`config.mk`:
```
export PLATFORM = sky130hd
export DESIGN_NAME = ilk_interlock
export DESIGN_NICKNAME = d
export VERILOG_FILES = /design/src/rtl/ilk_pkg.sv /design/src/rtl/ilk_slot_match.sv /design/src/rtl/ilk_src_scan.sv /design/src/rtl/ilk_fwd_pick.sv /design/src/rtl/ilk_stall_ctl.sv /design/src/rtl/ilk_interlock.sv
export SDC_FILE = /design/constraint.sdc
export NUM_CORES = 1
export LEC_CHECK = 0
export ABC_AREA = 1
export BUFFER_PORTS_ARGS = -buffer_cell sky130_fd_sc_hd__buf_2
export CORE_ASPECT_RATIO = 0.8
export CORE_MARGIN = 8
export CORE_UTILIZATION = 42
export DETAILED_ROUTE_END_ITERATION = 6
export PLACE_DENSITY_LB_ADDON = 0.08
export SYNTH_ARGS = -nofsm -noshare
export SYNTH_HDL_FRONTEND = slang
export SYNTH_SLANG_ARGS = --single-unit
```
`constraint.sdc`:
```
create_clock -name vclk -period 1.7
set_input_delay 0.34 -clock vclk [all_inputs]
set_output_delay 0.34 -clock vclk [all_outputs]
set_load 0.05 [all_outputs]
```
`src/rtl/ilk_pkg.sv`:
```
package ilk_pkg;

    typedef enum logic [2:0] {
        CL_NONE   = 3'd0,
        CL_IALU   = 3'd1,
        CL_ILOAD  = 3'd2,
        CL_ISTORE = 3'd3,
        CL_FLOAD  = 3'd4,
        CL_FARITH = 3'd5,
        CL_FSTORE = 3'd6
    } cls_e;

    // tracked pipeline registers, youngest first on each path
    localparam int NSLOT    = 8;
    localparam int SL_IDEX  = 0;
    localparam int SL_EXME  = 1;
    localparam int SL_FP12  = 2;
    localparam int SL_MEFP3 = 3;
    localparam int SL_FP23  = 4;
    localparam int SL_FP34  = 5;
    localparam int SL_FP45  = 6;
    localparam int SL_FP5WB = 7;

    // candidate list sizes per consumer operand
    localparam int N_FA    = 4;
    localparam int N_FB    = 5;
    localparam int N_EXSRC = 5;
    localparam int N_F1SRC = 4;
    localparam int EXSEL_W = $clog2(N_EXSRC + 1);
    localparam int F1SEL_W = $clog2(N_F1SRC + 1);

    function automatic logic cls_writes(input logic [2:0] c);
        return (c == CL_IALU) || (c == CL_ILOAD) ||
               (c == CL_FLOAD) || (c == CL_FARITH);
    endfunction

endpackage

```
`src/rtl/ilk_slot_match.sv`:
```
module ilk_slot_match
    import ilk_pkg::*;
#(
    parameter int RW = 5
) (
    input  logic          vld,
    input  logic          is_fp,
    input  logic [2:0]    cls,
    input  logic [RW-1:0] dst,
    input  logic [RW-1:0] src,
    input  logic          want_fp,
    output logic          hit
);
    always_comb begin
        hit = vld && cls_writes(cls) && (is_fp == want_fp) &&
              (dst == src) && (want_fp || (|src));
    end
endmodule

```
`src/rtl/ilk_src_scan.sv`:
```
module ilk_src_scan
    import ilk_pkg::*;
#(
    parameter int RW = 5,
    parameter int N  = 4
) (
    input  logic [N-1:0]         vld,
    input  logic [N-1:0]         is_fp,
    input  logic [N-1:0][2:0]    cls,
    input  logic [N-1:0][RW-1:0] dst,
    input  logic [RW-1:0]        src,
    input  logic                 want_fp,
    output logic [N-1:0]         hit
);
    for (genvar i = 0; i < N; i++) begin : g_cmp
        ilk_slot_match #(.RW(RW)) u_m (
            .vld(vld[i]), .is_fp(is_fp[i]), .cls(cls[i]), .dst(dst[i]),
            .src(src), .want_fp(want_fp), .hit(hit[i])
        );
    end
endmodule

```
`src/rtl/ilk_fwd_pick.sv`:
```
module ilk_fwd_pick #(
    parameter int N  = 5,
    parameter int SW = $clog2(N + 1)
) (
    input  logic [N-1:0]  cand,
    output logic [SW-1:0] code
);
    // bit 0 is the youngest producer; it wins by being visited last
    always_comb begin
        code = '0;
        for (int i = N - 1; i >= 0; i--) begin
            if (cand[i]) code = SW'(i + 1);
        end
    end
endmodule

```
`src/rtl/ilk_stall_ctl.sv`:
```
module ilk_stall_ctl
    import ilk_pkg::*;
(
    input  logic [2:0]      id_cls,
    input  logic            ia_hit,
    input  logic            ib_hit,
    input  logic [N_FA-1:0] fa_hit,   // IDEX, FP12, FP23, FP34
    input  logic [N_FB-1:0] fb_hit,   // IDEX, FP12, MEFP3, FP23, FP34
    input  logic [2:0]      cls_idex,
    input  logic [2:0]      cls_fp12,
    input  logic [2:0]      cls_fp23,
    input  logic [2:0]      cls_fp34,
    output logic            stall
);
    logic ild, fld, ar12, ar23, ar34;
    logic int_a, int_b, fa_hz, fb_hz, st_hz;

    always_comb begin
        ild   = (cls_idex == CL_ILOAD);
        fld   = (cls_idex == CL_FLOAD);
        ar12  = (cls_fp12 == CL_FARITH);
        ar23  = (cls_fp23 == CL_FARITH);
        ar34  = (cls_fp34 == CL_FARITH);
        int_a = ia_hit && ild;
        int_b = ib_hit && ild;
        fa_hz = (fa_hit[0] && fld) || (fa_hit[1] && ar12) ||
                (fa_hit[2] && ar23) || (fa_hit[3] && ar34);
        fb_hz = (fb_hit[0] && fld) || (fb_hit[1] && ar12) ||
                (fb_hit[3] && ar23) || (fb_hit[4] && ar34);
        st_hz = (fb_hit[1] && ar12) || fb_hit[2] ||
                (fb_hit[3] && ar23) || (fb_hit[4] && ar34);
    end

    always_comb begin
        unique case (id_cls)
            CL_IALU, CL_ISTORE: stall = int_a || int_b;
            CL_ILOAD, CL_FLOAD: stall = int_a;
            CL_FARITH:          stall = fa_hz || fb_hz;
            CL_FSTORE:          stall = int_a || st_hz;
            default:            stall = 1'b0;
        endcase
    end
endmodule

```
`src/rtl/ilk_interlock.sv`:
```
module ilk_interlock
    import ilk_pkg::*;
#(
    parameter int RW = 5
) (
    input  logic [2:0]                 id_cls,
    input  logic [RW-1:0]              id_src_a,
    input  logic [RW-1:0]              id_src_b,
    input  logic [RW-1:0]              ex_src_a,
    input  logic [RW-1:0]              ex_src_b,
    input  logic [RW-1:0]              fp1_src_a,
    input  logic [RW-1:0]              fp1_src_b,
    input  logic [NSLOT-1:0]           slot_vld,
    input  logic [NSLOT-1:0]           slot_fp,
    input  logic [NSLOT-1:0][2:0]      slot_cls,
    input  logic [NSLOT-1:0][RW-1:0]   slot_dst,
    output logic                       stall,
    output logic [EXSEL_W-1:0]         ex_sel_a,
    output logic [EXSEL_W-1:0]         ex_sel_b,
    output logic [F1SEL_W-1:0]         fp1_sel_a,
    output logic [F1SEL_W-1:0]         fp1_sel_b
);
    localparam int FA_L [N_FA]    = '{SL_IDEX, SL_FP12, SL_FP23, SL_FP34};
    localparam int FB_L [N_FB]    = '{SL_IDEX, SL_FP12, SL_MEFP3, SL_FP23, SL_FP34};
    localparam int EX_L [N_EXSRC] = '{SL_EXME, SL_MEFP3, SL_FP34, SL_FP45, SL_FP5WB};
    localparam int F1_L [N_F1SRC] = '{SL_MEFP3, SL_FP34, SL_FP45, SL_FP5WB};

    logic [N_FA-1:0]            fa_v, fa_f, fa_hit;
    logic [N_FA-1:0][2:0]       fa_c;
    logic [N_FA-1:0][RW-1:0]    fa_d;
    logic [N_FB-1:0]            fb_v, fb_f, fb_hit;
    logic [N_FB-1:0][2:0]       fb_c;
    logic [N_FB-1:0][RW-1:0]    fb_d;
    logic [N_EXSRC-1:0]         ex_v, ex_f, exa_hit, exb_hit;
    logic [N_EXSRC-1:0][2:0]    ex_c;
    logic [N_EXSRC-1:0][RW-1:0] ex_d;
    logic [N_F1SRC-1:0]         f1_v, f1_f, f1a_hit, f1b_hit;
    logic [N_F1SRC-1:0][2:0]    f1_c;
    logic [N_F1SRC-1:0][RW-1:0] f1_d;
    logic                       ia_hit, ib_hit;

    for (genvar i = 0; i < N_FA; i++) begin : g_fa
        assign fa_v[i] = slot_vld[FA_L[i]];
        assign fa_f[i] = slot_fp[FA_L[i]];
        assign fa_c[i] = slot_cls[FA_L[i]];
        assign fa_d[i] = slot_dst[FA_L[i]];
    end
    for (genvar i = 0; i < N_FB; i++) begin : g_fb
        assign fb_v[i] = slot_vld[FB_L[i]];
        assign fb_f[i] = slot_fp[FB_L[i]];
        assign fb_c[i] = slot_cls[FB_L[i]];
        assign fb_d[i] = slot_dst[FB_L[i]];
    end
    for (genvar i = 0; i < N_EXSRC; i++) begin : g_ex
        assign ex_v[i] = slot_vld[EX_L[i]];
        assign ex_f[i] = slot_fp[EX_L[i]];
        assign ex_c[i] = slot_cls[EX_L[i]];
        assign ex_d[i] = slot_dst[EX_L[i]];
    end
    for (genvar i = 0; i < N_F1SRC; i++) begin : g_f1
        assign f1_v[i] = slot_vld[F1_L[i]];
        assign f1_f[i] = slot_fp[F1_L[i]];
        assign f1_c[i] = slot_cls[F1_L[i]];
        assign f1_d[i] = slot_dst[F1_L[i]];
    end

    // decode-stage integer operands only ever meet a load in decode/EX
    ilk_slot_match #(.RW(RW)) u_ia (
        .vld(slot_vld[SL_IDEX]), .is_fp(slot_fp[SL_IDEX]), .cls(slot_cls[SL_IDEX]),
        .dst(slot_dst[SL_IDEX]), .src(id_src_a), .want_fp(1'b0), .hit(ia_hit));
    ilk_slot_match #(.RW(RW)) u_ib (
        .vld(slot_vld[SL_IDEX]), .is_fp(slot_fp[SL_IDEX]), .cls(slot_cls[SL_IDEX]),
        .dst(slot_dst[SL_IDEX]), .src(id_src_b), .want_fp(1'b0), .hit(ib_hit));

    ilk_src_scan #(.RW(RW), .N(N_FA)) u_fa (.vld(fa_v), .is_fp(fa_f), .cls(fa_c),
        .dst(fa_d), .src(id_src_a), .want_fp(1'b1), .hit(fa_hit));
    ilk_src_scan #(.RW(RW), .N(N_FB)) u_fb (.vld(fb_v), .is_fp(fb_f), .cls(fb_c),
        .dst(fb_d), .src(id_src_b), .want_fp(1'b1), .hit(fb_hit));
    ilk_src_scan #(.RW(RW), .N(N_EXSRC)) u_exa (.vld(ex_v), .is_fp(ex_f), .cls(ex_c),
        .dst(ex_d), .src(ex_src_a), .want_fp(1'b0), .hit(exa_hit));
    ilk_src_scan #(.RW(RW), .N(N_EXSRC)) u_exb (.vld(ex_v), .is_fp(ex_f), .cls(ex_c),
        .dst(ex_d), .src(ex_src_b), .want_fp(1'b0), .hit(exb_hit));
    ilk_src_scan #(.RW(RW), .N(N_F1SRC)) u_f1a (.vld(f1_v), .is_fp(f1_f), .cls(f1_c),
        .dst(f1_d), .src(fp1_src_a), .want_fp(1'b1), .hit(f1a_hit));
    ilk_src_scan #(.RW(RW), .N(N_F1SRC)) u_f1b (.vld(f1_v), .is_fp(f1_f), .cls(f1_c),
        .dst(f1_d), .src(fp1_src_b), .want_fp(1'b1), .hit(f1b_hit));

    ilk_fwd_pick #(.N(N_EXSRC), .SW(EXSEL_W)) u_pexa (.cand(exa_hit), .code(ex_sel_a));
    ilk_fwd_pick #(.N(N_EXSRC), .SW(EXSEL_W)) u_pexb (.cand(exb_hit), .code(ex_sel_b));
    ilk_fwd_pick #(.N(N_F1SRC), .SW(F1SEL_W)) u_pf1a (.cand(f1a_hit), .code(fp1_sel_a));
    ilk_fwd_pick #(.N(N_F1SRC), .SW(F1SEL_W)) u_pf1b (.cand(f1b_hit), .code(fp1_sel_b));

    ilk_stall_ctl u_stall (
        .id_cls(id_cls), .ia_hit(ia_hit), .ib_hit(ib_hit),
        .fa_hit(fa_hit), .fb_hit(fb_hit),
        .cls_idex(slot_cls[SL_IDEX]), .cls_fp12(slot_cls[SL_FP12]),
        .cls_fp23(slot_cls[SL_FP23]), .cls_fp34(slot_cls[SL_FP34]),
        .stall(stall));
endmodule

```
======== Word-level counts from Yosys, hierarchy flattened ========
Cells that the tools add are included.
storage, ports and cells
  memory bits (read-only) ................. 0
  input port bits ......................... 113
  register bits after elaboration ......... 0
  memories ................................ 0
  output and inout bits ................... 13
  memory bits (writable) .................. 0
  logic and storage cells ................. 204
  bits in latches ......................... 0
cells by class
  reduce and logical (&&, ||, !) cells .... 114
  bitwise gates (word level) .............. 6
  add/sub/neg operators ................... 0
  $lt $le $gt $ge ......................... 0
  eq/ne operators ......................... 65
  divide/modulo/power cells ............... 0
  shift operators ......................... 0
  multiply operators ...................... 0
  mux-type cells .......................... 19
operators with widths
  cell                number
  $eq 5x5->1          27
  $logic_and 1x1->1   72
  $eq 3x3->1 const B  19
  $mux 3              18
  $logic_or 1x1->1    36
  $eq 3x2->1 const B  10
  $eq 3x1->1 const B  9
  $reduce_or 5->1     4
  $not 1->1           6
  $pmux 1 s4          1
  $reduce_or 2->1     2

======== Longest topological paths before layout ========
  depth in word-level cells ............... 13
  gate-level depth with buffers ........... 14
  gate-level depth less buffers ........... 13

======== By module ========
Synthesis repeated with hierarchy kept, for this count alone.
second synthesis, totals
  cells, all modules ...................... 1309
  area, all modules ....................... 5345.1 um^2
modules (own cells, without submodules)
  module                     times used  cells each  sequential area each (um^2)  area each (um^2)
  ilk_slot_match             29          42          0.0                          171.4
  ilk_stall_ctl              1           47          0.0                          193.9
  ilk_fwd_pick (u_pexa ...)  2           12          0.0                          47.5
  ilk_fwd_pick (u_pf1a ...)  2           9           0.0                          38.8
  ilk_interlock              1           2           0.0                          7.5

======== Worst setup path before layout ========
No wires, ideal clock.
  kind .................................... input -> output
  from .................................... in slot_dst[25] (netlist bit)
  to ...................................... out fp1_sel_b[1]
  data arrival time ....................... 2.075 ns
  cell stages on the path ................. 6
  data required time ...................... 1.360 ns
  path slack .............................. -0.715 ns
  cells stage by stage .................... buf_4 -> xnor2_1 -> nand3_1 -> nor3_1 -> nand3_1 -> a21boi_0
between the ends
  word-level cells in the longest chain between the ends .. 4
ends and longest elaborated chain
  element               line                  RTL
  start, declared       ilk_interlock.sv:16   input logic [NSLOT-1:0][RW-1:0] slot_dst,
  $eq 5x5->1            ilk_slot_match.sv:16  (dst == src) && (want_fp || (|src));
  $logic_and 1x1->1     ilk_slot_match.sv:15  hit = vld && cls_writes(cls) && (is_fp == want_fp) &&
  $mux 3 (2 in series)  ilk_fwd_pick.sv:12    if (cand[i]) code = SW'(i + 1);
  end, declared         ilk_interlock.sv:21   output logic [F1SEL_W-1:0] fp1_sel_b
Every way passes these cells.

======== Final worst setup path ========
  from .................................... in slot_dst[33] (netlist bit)
  to ...................................... out ex_sel_a[0]
between the ends
  word-level cells in the longest chain between the ends .. 7
ends and longest elaborated chain
  element               line                  RTL
  $eq 5x5->1            ilk_slot_match.sv:16
  $logic_and 1x1->1     ilk_slot_match.sv:15
  $logic_and 1x1->1     ilk_slot_match.sv:16
  $mux 3 (4 in series)  ilk_fwd_pick.sv:12
  end, declared         ilk_interlock.sv:18   output logic [EXSEL_W-1:0] ex_sel_a,
Every way passes these cells.

==> results.json <==
{
  "power_density_nw_per_um2": 239,
  "avgViaCountPerCell": 5.07,
  "p_sw_share_pct": 48.5,
  "grt_antenna_before_repair": 0,
  "hold_violations": 0,
  "crit_chain": "buf_8, buf_4, xnor2_2, nand3_1, nor2_1, nand3_2, nand2_1, nand2_1, nand2_2, o21ai_4, buf_8",
  "synth_top_family_by_area": "simple AND/OR/NAND/NOR gates",
  "path_buf_inv": 3,
  "clkbuf_count": 0,
  "synthMuxAreaShare_pct": 0,
  "tightest_slew_ns": 0.320,
  "grtUsageTotal_pct": 22.9,
  "wire_per_inst_um": 16.5,
  "final-setup-viol-count": 13,
  "seq_area_frac_synth_pct": 0,
  "synthAdderAreaFrac_pct": 0,
  "path_delay_family": "simple AND/OR/NAND/NOR gates",
  "final_nets": 744,
  "startpoint_type": "input pin",
  "row_count": 25,
  "cp_max_fo": 4,
  "min_path_type": "in -> out",
  "ir_drop_v": 0.000167,
  "nFlopsAndLatches": 0,
  "n_antenna_cell": 0,
  "post-route-min-period_ns": 1.88,
  "p_comb_share_pct": 100.0,
  "synthCells": 474,
  "cp.required_ns": 1.36,
  "post-synth-top-count-cell": "nand2_1",
  "vias": 3598,
  "synth_warnings": 0,
  "synthSimpleGateAreaFrac_pct": 44.0,
  "p_int_w": 0.000606,
  "crit_arrival_ns": 1.54,
  "area_growth_syn_to_layout_pct": 88.5,
  "initial_utilization_pct": 43.8,
  "rsz0062_at_grt": "true",
  "postRouteAntennaNets": 0,
  "placed_area_um2": 3650,
  "drt_iter0_markers": 216,
  "outcome": "finished, violations left",
  "finalInstanceArea_um2": 4930,
  "period_share_pct": 111,
  "hold_end": "stall",
  "die_area_um2": 9020,
  "drc": 0,
  "cts_hold_buf": 0,
  "p_leak_nw": 2.45,
  "grt_pass1_wl_um": 17500,
  "dp_hpwl_um": 8380,
  "slew_headroom_pct": 78.6,
  "power.switching_w": 0.000570,
  "hold_path_depth": 5,
  "synth_xor_area_share_pct": 35.2,
  "fillCellCount": 388,
  "violations": "setup timing",
  "die_w_um": 104,
  "routabilityCongestion": 0.908,
  "cp_slowest_cell": "xnor2_2",
  "grt_overflow": 0,
  "dr.pass1.iters": 4,
  "path_class": "in -> out",
  "grt_max_degree": 8,
  "netlist_area_um2": 2620,
  "synthTopCellsByCount": "nand2_1 (128), xnor2_1 (55), inv_1 (53), xor2_1 (50), nor2_1 (48)",
  "max_stage_delay_ns": 0.16,
  "io_buffers": 126,
  "seq_area_um2": 0,
  "yosysUniqueCellTypes": 33,
  "coreArea_um2": 5970,
  "power.clock.fraction_pct": 0,
  "synth_area_per_cell_um2": 5.52,
  "wl_um": 11700,
  "grt_pass1_vias": 3700,
  "synth.area.top_cells": "xnor2_1 (18%), nand2_1 (18%), xor2_1 (17%), inv_1 (7.6%), nor2_1 (6.9%)",
  "drive_gt1_share_pct": 49.6,
  "cap_violations": 0,
  "synth_top_area_share_pct": 18.4,
  "pwr-share-seq_pct": 0,
  "min-delay-start": "id_cls[1]",
  "crit_path_end_kind": "output port",
  "slew_violations": 0,
  "yosysTopAreaCell": "xnor2_1",
  "fin_ws_ns": -0.181,
  "io_pins": 126,
  "synth-compound-area-share_pct": 4.74,
  "fmax_mhz": 532,
  "fin_util_pct": 82.5,
  "syn_nets": 587,
  "die_h_um": 86.6
}
[placed cells by master, fill, tap and decap left out, drive strengths merged, types with 5 or more instances in the layout]
cell    count
buf       186
nand2     128
inv        55
xnor2      55
xor2       50
nor2       49
nand3      33
nand4      16
nor3       16
o21ai      10
nand3b      5
a21oi       5
[metal layers]
layer | vias to the layer above | track usage [%] | routed length (µm)
met5 | - | 0 | 0
met4 | 0 | 1.57 | 102
met3 | 14 | 3.41 | 1060
met2 | 162 | 40.4 | 5690
met1 | 1643 | 29.8 | 4880
li1 | 1779 | - | -
[how the worst max path moves through the flow]
| stage | startpoint | to | slack (ns) | cells after the start |
|---|---|---|---|---|
| 2_1_floorplan | ex_src_a[2] | ex_sel_a[2] | -0.06 | 8 |
| 3_3_place_gp | slot_dst[30] | ex_sel_b[2] | -0.32 | 10 |
| 3_5_place_dp | slot_cls[15] | ex_sel_b[0] | -0.35 | 9 |
| 4_1_cts | ex_src_a[1] | ex_sel_a[2] | -0.15 | 8 |
| 5_1_grt | ex_src_a[1] | ex_sel_a[0] | -0.23 | 10 |
| 6_report | slot_dst[33] | ex_sel_a[0] | -0.18 | 11 |
[metrics by stage]
stage | cells | hold slack [ns] | setup TNS (ns) | worst slack, ns | power, W
4_1_cts | 704 | 1.09 | -0.996 | -0.153 | 0.00100
2_1_floorplan | 474 | 0.941 | -0.107 | -0.0581 | 0.000501
3_3_place_gp | 703 | 1.13 | -2.85 | -0.319 | 0.000805
6_report | 710 | 1.10 | -1.33 | -0.181 | 0.00118
5_1_grt | 710 | 1.15 | -2.16 | -0.232 | 0.00126
3_5_place_dp | 703 | 1.14 | -3.19 | -0.351 | 0.000822
[power groups by stage]
stage | sequential [W] | clock, W | combinational, W
after global placement | 0 | 0 | 0.000805
after detailed placement | 0 | 0 | 0.000822
after global routing | 0 | 0 | 0.00126
after CTS | 0 | 0 | 0.00100
after floorplan | 0 | 0 | 0.000501
final | 0 | 0 | 0.00118
[cell families (layout without fill, tap and decap cells)]
| family | Yosys count | in the layout |
|---|---|---|
| AND/OR/NAND/NOR | 259 | 259 |
| XOR/XNOR | 105 | 105 |
| buffers and inverters | 89 | 244 |
| AO/OA/AOI/OAI | 21 | 21 |
[final cells by class]
class              count  area [µm²]  share of cell area (%)
multi-input cells    385        2830                    57.3
repair buffers       186        1750                    35.4
inverters             58         256                    5.20
well taps             81         101                    2.06
[what timing repair did]
| item | 4_1_cts | 5_1_grt |
|---|---|---|
| resized for setup | 208 | 110 |
| setup endpoints to repair | 13 | 13 |
| setup buffers | 3 | 6 |
| pin swaps | 90 | 66 |
(Power assumes the default switching activity.)
